**src/rtl/priv_trap_pkg.sv**
```systemverilog
package priv_trap_pkg;

  typedef enum logic [1:0] {
    CAUSE_NONE = 2'd0,
    CAUSE_ILL  = 2'd1,
    CAUSE_SVC  = 2'd2,
    CAUSE_IRQ  = 2'd3
  } cause_e;

  localparam int MODE_BIT = 0;
  localparam int IE_BIT   = 1;

  // Fixed priority: illegal, then supervisor call, then interrupt (masked by enable)
  function automatic cause_e pick_cause(input logic ill, input logic svc,
                                        input logic irq, input logic ie);
    if (ill)            return CAUSE_ILL;
    else if (svc)       return CAUSE_SVC;
    else if (irq && ie) return CAUSE_IRQ;
    else                return CAUSE_NONE;
  endfunction

endpackage

```
**src/rtl/trap_arbiter.sv**
```systemverilog
module trap_arbiter
  import priv_trap_pkg::*;
(
  input  logic   user_mode,
  input  logic   irq_en,
  input  logic   illegal_req,
  input  logic   priv_any,
  input  logic   svc_req,
  input  logic   irq_req,
  output logic   priv_viol,
  output cause_e cause
);

  assign priv_viol = user_mode & priv_any;

  always_comb begin
    cause = pick_cause(illegal_req | priv_viol, svc_req, irq_req, irq_en);
  end

endmodule

```
**src/rtl/gate_table.sv**
```systemverilog
module gate_table
  import priv_trap_pkg::*;
#(
  parameter int XLEN   = 32,
  parameter int N_SVC  = 4,
  localparam int NGATE  = N_SVC + 2,
  localparam int GATE_W = (N_SVC > 1) ? $clog2(N_SVC) : 1,
  localparam int IDX_W  = $clog2(NGATE)
) (
  input  logic              clk,
  input  logic              rst_n,
  input  logic              wr_en,
  input  logic [IDX_W-1:0]  wr_idx,
  input  logic [XLEN-1:0]   wr_data,
  input  logic [GATE_W-1:0] svc_sel,
  input  cause_e            cause,
  output logic [XLEN-1:0]   entry_pc
);

  localparam int IRQ_IDX = N_SVC;
  localparam int ILL_IDX = N_SVC + 1;

  logic [XLEN-1:0] gates [NGATE];

  for (genvar g = 0; g < NGATE; g++) begin : g_gate
    logic [XLEN-1:0] entry_q;
    always_ff @(posedge clk or negedge rst_n) begin
      if (!rst_n)                                  entry_q <= '0;
      else if (wr_en && (wr_idx == IDX_W'(g)))     entry_q <= wr_data;
    end
    assign gates[g] = entry_q;
  end

  always_comb begin
    unique case (cause)
      CAUSE_SVC: entry_pc = gates[svc_sel];
      CAUSE_IRQ: entry_pc = gates[IRQ_IDX];
      CAUSE_ILL: entry_pc = gates[ILL_IDX];
      default:   entry_pc = '0;
    endcase
  end

endmodule

```
**src/rtl/base_reg_unit.sv**
```systemverilog
module base_reg_unit
  import priv_trap_pkg::*;
#(
  parameter int XLEN = 32
) (
  input  logic            clk,
  input  logic            rst_n,
  input  logic            trap_take,
  input  logic            wr_base_en,
  input  logic [XLEN-1:0] wr_base_data,
  input  logic            wr_kbase_en,
  input  logic [XLEN-1:0] wr_kbase_data,
  output logic [XLEN-1:0] base_q
);

  logic [XLEN-1:0] kbase_q;

  // Value loaded on entry: kernel table address, kernel mode, interrupts off
  function automatic logic [XLEN-1:0] entry_value(input logic [XLEN-1:0] k);
    logic [XLEN-1:0] v;
    v           = k;
    v[MODE_BIT] = 1'b0;
    v[IE_BIT]   = 1'b0;
    return v;
  endfunction

  always_ff @(posedge clk or negedge rst_n) begin
    if (!rst_n)          base_q <= '0;
    else if (trap_take)  base_q <= entry_value(kbase_q);
    else if (wr_base_en) base_q <= wr_base_data;
  end

  always_ff @(posedge clk or negedge rst_n) begin
    if (!rst_n)           kbase_q <= '0;
    else if (wr_kbase_en) kbase_q <= wr_kbase_data;
  end

endmodule

```
**src/rtl/priv_trap_unit.sv**
```systemverilog
module priv_trap_unit
  import priv_trap_pkg::*;
#(
  parameter int XLEN  = 32,
  parameter int N_SVC = 4,
  localparam int GATE_W = (N_SVC > 1) ? $clog2(N_SVC) : 1,
  localparam int IDX_W  = $clog2(N_SVC + 2)
) (
  input  logic              clk,
  input  logic              rst_n,
  input  logic [XLEN-1:0]   cur_pc,
  input  logic [XLEN-1:0]   next_pc,
  input  logic              svc_req,
  input  logic [GATE_W-1:0] svc_gate,
  input  logic              irq_req,
  input  logic              illegal_req,
  input  logic              priv_req,
  input  logic              wr_base_req,
  input  logic [XLEN-1:0]   wr_base_data,
  input  logic              wr_gate_req,
  input  logic [IDX_W-1:0]  wr_gate_idx,
  input  logic [XLEN-1:0]   wr_gate_data,
  input  logic              wr_kbase_req,
  input  logic [XLEN-1:0]   wr_kbase_data,
  output logic              redirect_valid,
  output logic [XLEN-1:0]   redirect_pc,
  output logic              push_valid,
  output logic [XLEN-1:0]   push_pc,
  output logic [XLEN-1:0]   base_out
);

  logic            user_mode;
  logic            irq_en;
  logic            priv_any;
  logic            priv_viol;
  logic            trap_take;
  logic            kwrite_ok;
  cause_e          cause;
  logic [XLEN-1:0] entry_pc;
  logic [XLEN-1:0] base_q;

  assign user_mode = base_q[MODE_BIT];
  assign irq_en    = base_q[IE_BIT];
  assign priv_any  = wr_base_req | wr_gate_req | wr_kbase_req | priv_req;

  trap_arbiter u_arb (
    .user_mode   (user_mode),
    .irq_en      (irq_en),
    .illegal_req (illegal_req),
    .priv_any    (priv_any),
    .svc_req     (svc_req),
    .irq_req     (irq_req),
    .priv_viol   (priv_viol),
    .cause       (cause)
  );

  assign trap_take = (cause != CAUSE_NONE);
  assign kwrite_ok = !user_mode && !trap_take;

  gate_table #(.XLEN(XLEN), .N_SVC(N_SVC)) u_gates (
    .clk      (clk),
    .rst_n    (rst_n),
    .wr_en    (wr_gate_req & kwrite_ok),
    .wr_idx   (wr_gate_idx),
    .wr_data  (wr_gate_data),
    .svc_sel  (svc_gate),
    .cause    (cause),
    .entry_pc (entry_pc)
  );

  base_reg_unit #(.XLEN(XLEN)) u_base (
    .clk           (clk),
    .rst_n         (rst_n),
    .trap_take     (trap_take),
    .wr_base_en    (wr_base_req & kwrite_ok),
    .wr_base_data  (wr_base_data),
    .wr_kbase_en   (wr_kbase_req & kwrite_ok),
    .wr_kbase_data (wr_kbase_data),
    .base_q        (base_q)
  );

  assign redirect_valid = trap_take;
  assign redirect_pc    = entry_pc;
  assign push_valid     = trap_take;
  assign push_pc        = (cause == CAUSE_ILL) ? cur_pc : next_pc;
  assign base_out       = base_q;

endmodule

```
**config.mk**
```make
export PLATFORM = sky130hd
export DESIGN_NAME = priv_trap_unit
export DESIGN_NICKNAME = d
export VERILOG_FILES = /design/src/rtl/priv_trap_pkg.sv /design/src/rtl/trap_arbiter.sv /design/src/rtl/gate_table.sv /design/src/rtl/base_reg_unit.sv /design/src/rtl/priv_trap_unit.sv
export SDC_FILE = /design/constraint.sdc
export NUM_CORES = 1
export LEC_CHECK = 0
export CAP_MARGIN = 20
export CORE_ASPECT_RATIO = 1.2
export CORE_MARGIN = 3
export CORE_UTILIZATION = 24
export CTS_BUF_LIST = sky130_fd_sc_hd__clkbuf_2 sky130_fd_sc_hd__clkbuf_4 sky130_fd_sc_hd__clkbuf_8
export DETAILED_ROUTE_END_ITERATION = 6
export DONT_BUFFER_PORTS = 1
export GPL_TIMING_DRIVEN = 0
export HOLD_SLACK_MARGIN = 0.06
export PLACE_DENSITY = 0.35
export SETUP_SLACK_MARGIN = 0.02
export SLEW_MARGIN = 25
export SYNTH_ARGS = -nofsm -noshare
export SYNTH_HDL_FRONTEND = slang
export SYNTH_SLANG_ARGS = --single-unit
```
**constraint.sdc**
```tcl
create_clock -name clk -period 5.15 [get_ports clk]
set_clock_uncertainty 0.2 [all_clocks]
set_input_delay 1.03 -clock clk [delete_from_list [all_inputs] [get_ports clk]]
set_output_delay 1.03 -clock clk [all_outputs]
set_load 0.05 [all_outputs]
```
==> flow_summary.toml, run 1 <==
[drt]
drc = 0
final_antenna_net_count = 0
via_per_inst = 4.82
wire_per_inst_um = 24.7
first_pass_iters = 4
vias = 7390
drt_wl_total_um = 37800
drt_iter0_markers = 243

[yosys]
synth-simple-area-share_pct = 3.21
syn_avg_cell_area_um2 = 14.3
synth_mux_area_share_pct = 30.1
synth_top_family_by_area = "multiplexers"
ys_ff_latch = 254
synthCells = 827
synthTopCellsByArea = "dfrtp_1 (54%), mux2_2 (26%), o221a_2 (2.9%)"
synth-compound-area-share_pct = 9.91
synth-edff-count = 0
syn_area_um2 = 11800
yosys.area.top_type = "dfrtp_1"
synth_cell_types = 32
yosysWarnings = 0
synth_fa_ha_area_share_pct = 0
synth_top_cell_area_share_pct = 53.8
syn_nets = 1001
ys_async_sr_fraction_pct = 100
ys_seq_area_share_pct = 53.8
yosys.area_share.xor_xnor_pct = 0
ys.flop_type = "dfrtp_1"

[timing]
setup-violations-final = 0
tns_ns = 0
timing_worst_slew_pin_value_ns = 0.871
period_needed_ns = 4.38
fin_crit_sh_pct = 85.1
relSlewSlack_pct = 41.9
rsz0062_at_grt = "false"
hold_viol_final = 89
final_max_slew_viol_count = 0
fmaxAchievable_ghz = 0.228
worst_hold_slack_ns = -0.0572

[clock_network]
clockBufferDepth = 3
cts_sinks = 254
post-cts-setup-buffer-count = 0
cts.htree.levels = 2
cts_tree = "done"
clkLatencyLatePin_ns = 0.60
cts_root_buf = "clkbuf_8"
cts_buffers = 49
clk_pin_slew_worst_paths_ns = 0.05

[critical_path]
cp_slowest_stage_delay_ns = 0.70
cpMaxStageDelayCell = "buf_1"
critPathKind = "input port to primary output"
crit_chain = "buf_2 > buf_1 > mux2_2 > a221o_1 > o22a_1"
cp.arrival_ns = 3.15
cp-start-kind = "input port"
worstPathRequired_ns = 3.92
crit_fanout = 10
crit_path_end_kind = "primary output"

[power]
clockPowerShare_pct = 34.8
p_leak_nw = 5.91
ir_worst_vdd_mv = 0.179
internal_power_w = 0.00395
fin_total_pwr_w = 0.00569
p_comb_share_pct = 16.6
seqPwrFrac_pct = 48.6
power_per_cell_area_nw_per_um2 = 420
p_switching_w = 0.00174
netSwitchingFraction_pct = 30.5

[floorplanning]
rows = 88
die_y_um = 249
design.core.area_um2 = 48300
fp.dieArea_um2 = 51900
die_w_um = 208
initial_utilization_pct = 24.4
io_pins = 272

[placement]
dpl_cell_area_um2 = 12600
dp_hpwl_um = 24800
place_congestion = 0.685
portBuffers = 0

[run_status]
violations = "negative hold slack"
status = "finished with violations"

[final_layout]
fin_util_pct = 28.0
drive_above_1_share_pct = 47.3
areaGrowthSynthToFinish_pct = 14.6
final_cell_area_um2 = 13500
fillers = 5001
final_nets = 1053

[run]
drv_cap = 0

[global_routing]
grt_pass1_vias = 8146
grt_overflow_total = 0
grt_pass1_wl_um = 56100
grt_max_degree = 255
grt_use_total_pct = 14.3
antenna_found_initial = 0

[worst_hold_path]
worst_hold_path_type = "input port to asynchronous set/reset pin"
==> placed cells by master, fill, tap and decap left out, types with 2 or more instances in the layout <==
cell type	count
dfrtp_1	254
mux2_1	9
mux2i_1	33
nor2_1	3
a221o_1	32
clkbuf_8	58
buf_1	2
mux2_2	277
nor3b_4	2
buf_4	12
o22a_1	32
buf_2	27
nand3b_1	2
o221a_2	30
clkbuf_4	15
o21ai_0	32
inv_1	2
or4_1	30
nor4bb_1	2
clkbuf_1	31
nand3_1	3
==> timing repair <==
item                                   CTS  global route
resized for setup                        0             0
endpoints found under the hold margin  254           254
setup endpoints to repair                0             0
==> through the flow <==
step | instances | setup WS, ns
3_3_place_gp | 1457 | -0.271
5_1_grt | 1533 | 0.682
3_5_place_dp | 1458 | 0.715
4_1_cts | 1533 | 0.708
2_1_floorplan | 827 | 1.36
6_report | 1534 | 0.767
==> metal layers <==
layer  vias to the layer above  GRT usage, %  wire length, um
met2                       188          23.5            18500
met1                      3874          17.7            15900
met3                        57          4.51             2480
li1                       3271             -                -
met4                         0          4.78              976
met5                         -             0                0
==> registers in the layout, summed over array words and instances, names as in the netlist <==
name,count
u_base.base_q,32
u_base.kbase_q,30
u_gates.g_gate.entry_q,192
==> final timing paths <==
path / startpoint / end / slack, ns / depth (start not counted)
setup / recovery: svc_gate[1] / redirect_pc[28] / 0.77 / 5
hold / removal: rst_n / u_gates.g_gate[2].entry_q[23] / -0.06 / 0
setup reg to reg: u_base.base_q[0] / u_gates.g_gate[4].entry_q[26] / 2.73 / 4
hold reg to reg: u_gates.g_gate[0].entry_q[5] / u_gates.g_gate[0].entry_q[5] / 0.29 / 1
max in group asynchronous: rst_n / u_gates.g_gate[4].entry_q[5] / 4.40 / 0
min in group clk: u_gates.g_gate[0].entry_q[5] / u_gates.g_gate[0].entry_q[5] / 0.29 / 1
==> power groups by stage <==
stage,registers (W),clock network [W],logic (W)
detailed placement,0.00280,0,0.000960
global route,0.00282,0.00216,0.00102
finish,0.00277,0.00198,0.000945
floorplan,0.00273,0,0.000827
global placement,0.00280,0,0.000945
CTS,0.00277,0.00208,0.000961
==> critical path: cells and delay by family <==
kind | cells | cell delay, ns
AOI/OAI and AO/OA | 2 | 0.72
muxes | 1 | 0.41
buffers and inverters | 2 | 0.97
==> cell families (layout without fill, tap and decap cells) <==
| group | count (synthesis) | in the layout |
|---|---|---|
| buf+inv | 73 | 149 |
| simple gates | 49 | 49 |
| other cells | 0 | 1 |
| mux | 319 | 319 |
| flops | 254 | 254 |
| compound gates | 132 | 132 |
==> cell type report <==
class,count,area [um^2],area share (%)
clock inverter,2,12.5,0.0924
multi-input combinational,500,5110,37.7
clock buffer,73,911,6.73
sequential,254,6360,47.0
antenna,1,2.50,0.0185
inverter,2,7.51,0.0555
buffer,71,344,2.54
tap,630,788,5.82
timing repair buffer,1,5.00,0.0370
==> synthesized netlist by cell type, drive strengths merged, types with 2 or more instances <==
cell and number:
a221o 32, buf 40, clkbuf 31, dfrtp 254, inv 2, mux2 286
mux2i 33, nand3 3, nand3b 2, nor2 4, nor3b 2, nor4bb 2
o21ai 32, o221a 30, o22a 32, or4 30
Power figures use the tool's default switching activity.
==> run 2: changes to the inputs <==
--- a/config.mk
+++ b/config.mk
@@ -19,4 +19,5 @@
 export SLEW_MARGIN = 25
 export SYNTH_ARGS = -nofsm -noshare
 export SYNTH_HDL_FRONTEND = slang
+export SYNTH_HIERARCHICAL = 1
 export SYNTH_SLANG_ARGS = --single-unit
==> run 2 against run 1 <==
Against the previous run:
- the run still ends with negative hold slack left
- critical endpoint is now redirect_pc[4]
- critical path depth is 2 higher
- final cell count is 0.52% higher
- clock-buffer cell count is 6 higher
- combinational power is 31% higher
- first-iteration DRC count is 7.0% lower
- wire length is 0.75% higher
- worst setup slack worse by 0.56 ns
- final area is 2.7% higher
- register-to-register slack worse by 0.93 ns
- utilization is 0.11 points higher
==> flow_summary.toml, run 2 <==
[placement]
dp_hpwl_um = 25400
portBuffers = 0
place_congestion = 0.705

[critical_path]
rrSetupSlack_ns = 1.80
cp.arrival_ns = 3.71
crit_fanout = 10
r2r_end = "u_gates/g_gate[0].entry_q[22]"
worstPathRequired_ns = 3.92
critPathKind = "input port to primary output"
r2r-start = "u_base/base_q[0]"
crit_path_end_kind = "primary output"
r2r_cells = 7
cp-start-kind = "input port"

[yosys]
syn_avg_cell_area_um2 = 14.8
yosys.area_share.xor_xnor_pct = 0
synth_mux_area_share_pct = 33.3
ys_ff_latch = 254
synthTopCellsByArea = "dfrtp_1 (53%), mux2_2 (19%), mux4_2 (5.6%)"
synthCells = 815
ys.flop_type = "dfrtp_1"
syn_nets = 989
syn_area_um2 = 12100
synth_top_cell_area_share_pct = 52.6
synth_fa_ha_area_share_pct = 0
yosysWarnings = 6
synth_top_family_by_area = "multiplexers"
synth-compound-area-share_pct = 3.75
synth-simple-area-share_pct = 6.24
ys_seq_area_share_pct = 52.6
synth_commonest_cells = "dfrtp_1 (254), mux2_2 (208)"
synth_most_common_cell = "dfrtp_1"
synth_cell_types = 34
ys_async_sr_fraction_pct = 100
synth-edff-count = 0
yosys.area.top_type = "dfrtp_1"

[clock_network]
clk_pin_slew_worst_paths_ns = 0.06
cts_sinks = 254
cts_root_buf = "clkbuf_8"
cts_tree = "done"
cts_buffers = 49
clockBufferDepth = 3
clkLatencyLatePin_ns = 0.61
cts.htree.levels = 2

[global_routing]
grt_use_total_pct = 14.2
grt_pass1_vias = 7911
grt_overflow_total = 0
grt_pass1_wl_um = 54900
antenna_found_initial = 3
grt_max_degree = 255

[final_layout]
fin_util_pct = 28.1
largest_reg_flops = 192
multiInputGateArea_um2 = 5230
seqCellArea_um2 = 6360
final_common_cell = "dfrtp_1"
regMostFlops = "u_gates/g_gate.entry_q"
areaGrowthSynthToFinish_pct = 14.9
final_nets = 1040
largest_registers = "u_gates/g_gate.entry_q x192, u_base/base_q x32, u_base/kbase_q x30"
fillers = 5052
drive_above_1_share_pct = 46.3
mostFrequentLayoutCells = "dfrtp_1 (254), mux2_2 (208), clkbuf_8 (55)"

[drt]
via_per_inst = 4.61
vias = 7107
final_antenna_net_count = 0
wire_per_inst_um = 24.7
drc = 0
first_pass_iters = 4
drt_wl_total_um = 38100
drt_iter0_markers = 226

[floorplanning]
die_y_um = 252
rows = 89
design.core.area_um2 = 49400
fp.dieArea_um2 = 53100
initial_utilization_pct = 24.5
io_pins = 272
die_w_um = 211

[timing]
relSlewSlack_pct = 35.6
fmaxAchievable_ghz = 0.202
period_needed_ns = 4.94
hold_viol_final = 63
setup-violations-final = 0
rsz0062_at_grt = "false"
fin_crit_sh_pct = 95.9
timing_worst_slew_pin_value_ns = 0.966
final_max_slew_viol_count = 0
worst_hold_slack_ns = -0.0850

[run]
drv_cap = 0

[run_status]
status = "finished with violations"
violations = "negative hold slack"

[power]
power_per_cell_area_nw_per_um2 = 448
p_leak_nw = 6.37
fin_total_pwr_w = 0.00622
ir_worst_vdd_mv = 0.154

[worst_hold_path]
worst_hold_path_type = "input port to asynchronous set/reset pin"
-- run 2: cell types whose count changed after synthesis, moves of 29 or more --
cell     delta
a211o_1    +32
o21ai_0    -29
o22a_1     -32
nand2_1    +31
o221a_2    -30
or4_1      -29
a221o_1    -32
and3_1     +32
mux2_2     -69
mux4_2     +30
and3b_1    +31
mux2_4     +30
-- run 2: repair_timing --
action	in CTS	in global routing
buffers inserted	0	0
setup endpoints to repair	32	24
resized for setup	5	10
hold endpoints to repair	254	254
-- run 2: through the flow --
stage | TNS (ns) | worst slack [ns] | instance area (um^2) | hold WS [ns] | cells
global route | 0 | 0.0483 | 13900 | -0.153 | 1542
detailed placement | -2.86 | -0.152 | 12900 | 0.264 | 1452
floorplan | 0 | 0.788 | 12100 | 0.249 | 815
finish | 0 | 0.212 | 13900 | -0.0850 | 1542
global placement | -3.39 | -0.176 | 12900 | 0.261 | 1452
CTS | 0 | 0.0467 | 13900 | -0.168 | 1540
-- run 2: worst max-delay path by stage --
stage | startpoint | slack [ns] | cells past startpoint | to
3_5_place_dp | wr_gate_req | -0.15 | 7 | redirect_pc[31]
3_3_place_gp | wr_gate_req | -0.18 | 7 | redirect_pc[31]
2_1_floorplan | wr_gate_req | 0.79 | 7 | redirect_pc[0]
4_1_cts | wr_gate_req | 0.05 | 7 | redirect_pc[31]
5_1_grt | wr_gate_req | 0.05 | 7 | redirect_pc[5]
6_report | wr_gate_req | 0.21 | 7 | redirect_pc[4]
-- run 2: logic make-up (layout without fill, tap and decap cells) --
logic type | after synthesis | after routing
compound gates | 65 | 65
simple gates | 113 | 113
other cells | 0 | 2
mux | 318 | 318
flops | 254 | 254
buf+inv | 65 | 153
-- run 2: area by class of cell --
class	count	area share, %
clock inverter	9	0.396
sequential	254	45.7
clock buffer	79	6.74
antenna	2	0.0360
buffer	65	3.74
tap	637	5.73
multi-input combinational	496	37.6
-- run 2: layer usage --
metal / global-route usage (%) / share of wire [%]
met1: 15.7 / 39
met5: 0 / 0.047
met4: 6.37 / 3.7
met3: 5.14 / 8.4
met2: 24.4 / 49
-- run 2: worst max-delay path: stages --
cell and delay (ns):
or4_1 0.54, and2_4 0.16, nor3_2 0.43, clkbuf_2 0.39
clkbuf_1 0.45, and3_1 0.24, a211o_1 0.44
-- run 2: power by group --
| group | internal, W | switching [W] |
|---|---|---|
| combinational | 0.000614 | 0.000627 |
| clock | 0.00115 | 0.000907 |
| sequential | 0.00248 | 0.000441 |
==> run 3: changes to the inputs <==
--- a/config.mk
+++ b/config.mk
@@ -7,7 +7,6 @@
 export LEC_CHECK = 0
 export CAP_MARGIN = 20
 export CORE_ASPECT_RATIO = 1.2
-export CORE_MARGIN = 3
 export CORE_UTILIZATION = 24
 export CTS_BUF_LIST = sky130_fd_sc_hd__clkbuf_2 sky130_fd_sc_hd__clkbuf_4 sky130_fd_sc_hd__clkbuf_8
 export DETAILED_ROUTE_END_ITERATION = 6
==> run 3 against run 2 <==
Against the previous run:
- the flow finishes with violations (design-rule violations, negative hold slack)
- sequential power is essentially flat
- critical path depth is the same
- clock-buffer cell count shrank 2
- wire length shrank 2.4%
- non-clock buffer count is the same
- worst setup slack lost 0.015 ns
- critical endpoint unchanged
- hold slack lost 0.011 ns
- die area shrank 3.5%
- combinational power is essentially flat
==> flow_summary.toml, run 3 (synthesis gave the netlist of run 2 again) <==
[timing]
setup-violations-final = 0
setup_ws_ns = 0.197
worst_hold_slack_ns = -0.0958
timing_worst_slew_pin_value_ns = 0.870
rsz0062_at_grt = "false"
fin_crit_sh_pct = 96.2
fmaxAchievable_ghz = 0.202
final_max_slew_viol_count = 0
relSlewSlack_pct = 42.0
period_needed_ns = 4.95
hold_viol_final = 146

[final_layout]
fin_util_pct = 28.2
mostFrequentLayoutCells = "dfrtp_1 (254), mux2_2 (208), clkbuf_8 (60)"
final_nets = 1040
final_cell_area_um2 = 13900
largest_registers = "u_gates/g_gate.entry_q x192, u_base/base_q x32, u_base/kbase_q x30"
final_cells = 1538
largest_reg_flops = 192
areaGrowthSynthToFinish_pct = 15.3
fillers = 5108
final_common_cell = "dfrtp_1"
regMostFlops = "u_gates/g_gate.entry_q"
drive_above_1_share_pct = 45.9

[critical_path]
cp-start-kind = "input port"
crit_path_end_kind = "primary output"
cpMaxStageDelayCell = "or4_1"
cp_slowest_stage_delay_ns = 0.54
r2r_cells = 7
r2r_end = "u_gates/g_gate[0].entry_q[21]"
crit_chain = "or4_1 > and2_4 > nor3_2 > clkbuf_2 > clkbuf_1 > and3b_1 > a211o_1"
worstPathRequired_ns = 3.92
rrSetupSlack_ns = 1.73
critPathKind = "input port to primary output"
crit_fanout = 10
cp.arrival_ns = 3.72
r2r-start = "u_base/base_q[0]"

[global_routing]
grt_max_degree = 255
met2_usage_pct = 26.0
antenna_found_initial = 3
grt_pass1_vias = 7920
use_met1_pct = 16.5
use_met3_pct = 5.15
grt_overflow_total = 0
grt_pass1_wl_um = 54200
busiest_layer = "met2"
grt_use_total_pct = 14.7

[drt]
wire_per_inst_um = 24.2
via_per_inst = 4.56
vias = 7015
drc = 40
final_antenna_net_count = 0
drt_iter0_markers = 292
drt_wl_total_um = 37200
first_pass_iters = 7

[power]
p_leak_nw = 6.38
p_switching_w = 0.00197
internal_power_w = 0.00436
clockPowerShare_pct = 34.3
power_per_cell_area_nw_per_um2 = 454
seqPwrFrac_pct = 46.2
ir_worst_vdd_mv = 0.173
netSwitchingFraction_pct = 31.1
p_comb_share_pct = 19.6

[clock_network]
clkLatencyLatePin_ns = 0.61
cts_root_buf = "clkbuf_8"
clockBufferDepth = 3
cts_sinks = 254
cts_tree = "done"
post-cts-setup-buffer-count = 0
clk_pin_slew_worst_paths_ns = 0.06
cts.htree.levels = 2
cts_buffers = 49

[placement]
dp.cells = 1452
pre_cts_slack_ns = -0.107
portBuffers = 0
dp_hpwl_um = 24900
dpl_cell_area_um2 = 12900
place_congestion = 0.698

[floorplanning]
design.core.area_um2 = 49400
io_pins = 272
rows = 89
die_y_um = 248
fp.dieArea_um2 = 51300
initial_utilization_pct = 24.5
die_w_um = 207

[run_status]
violations = "design-rule violations, negative hold slack"
status = "finished with violations"

[run]
drv_cap = 0

[worst_hold_path]
worst_hold_path_type = "input port to asynchronous set/reset pin"
[run 3: per-layer routing]
layer	routed length, um	share of wire, %
met2	18900	51
met1	14100	38
met5	0	0
met4	868	2.3
met3	3360	9.0
[run 3: power by group through the flow]
stage	clock network [W]	logic [W]	registers [W]
after global routing	0.00236	0.00134	0.00299
after detailed placement	0	0.00126	0.00296
final	0.00217	0.00124	0.00292
after floorplan	0	0.00109	0.00287
after CTS	0.00228	0.00126	0.00293
after global placement	0	0.00124	0.00295
[run 3: how the worst max path moves through the flow]
stage,startpoint,endpoint
after CTS,wr_gate_req,redirect_pc[12]
after floorplan,wr_gate_req,redirect_pc[0]
after global routing,wr_gate_req,redirect_pc[19]
after global placement,wr_gate_req,redirect_pc[20]
after detailed placement,wr_gate_req,redirect_pc[20]
final,wr_gate_req,redirect_pc[4]
[run 3: timing repair]
action,in CTS,in global routing
setup endpoints to repair,30,21
endpoints found under the hold margin,254,254
gates resized for setup,6,8
[run 3: stage by stage]
stage	TNS, ns	power, W
after floorplan	0	0.00396
after global placement	-2.46	0.00420
after detailed placement	-1.90	0.00422
after CTS	0	0.00647
after global routing	0	0.00670
final	0	0.00633
[run 3: layout make-up]
type | count | area, um^2 | area share [%]
buffer | 65 | 517 | 3.71
clock inverter | 6 | 83.8 | 0.601
clock buffer | 77 | 953 | 6.84
antenna | 3 | 7.51 | 0.0538
multi-input combinational | 496 | 5230 | 37.5
sequential | 254 | 6360 | 45.6
tap | 637 | 797 | 5.72
[run 3: worst max-delay path, delay by kind of cell]
| kind | cells | cell delay, ns |
|---|---|---|
| buffers and inverters | 2 | 0.82 |
| AND/OR/NAND/NOR | 4 | 1.37 |
| AO/OA/AOI/OAI | 1 | 0.49 |
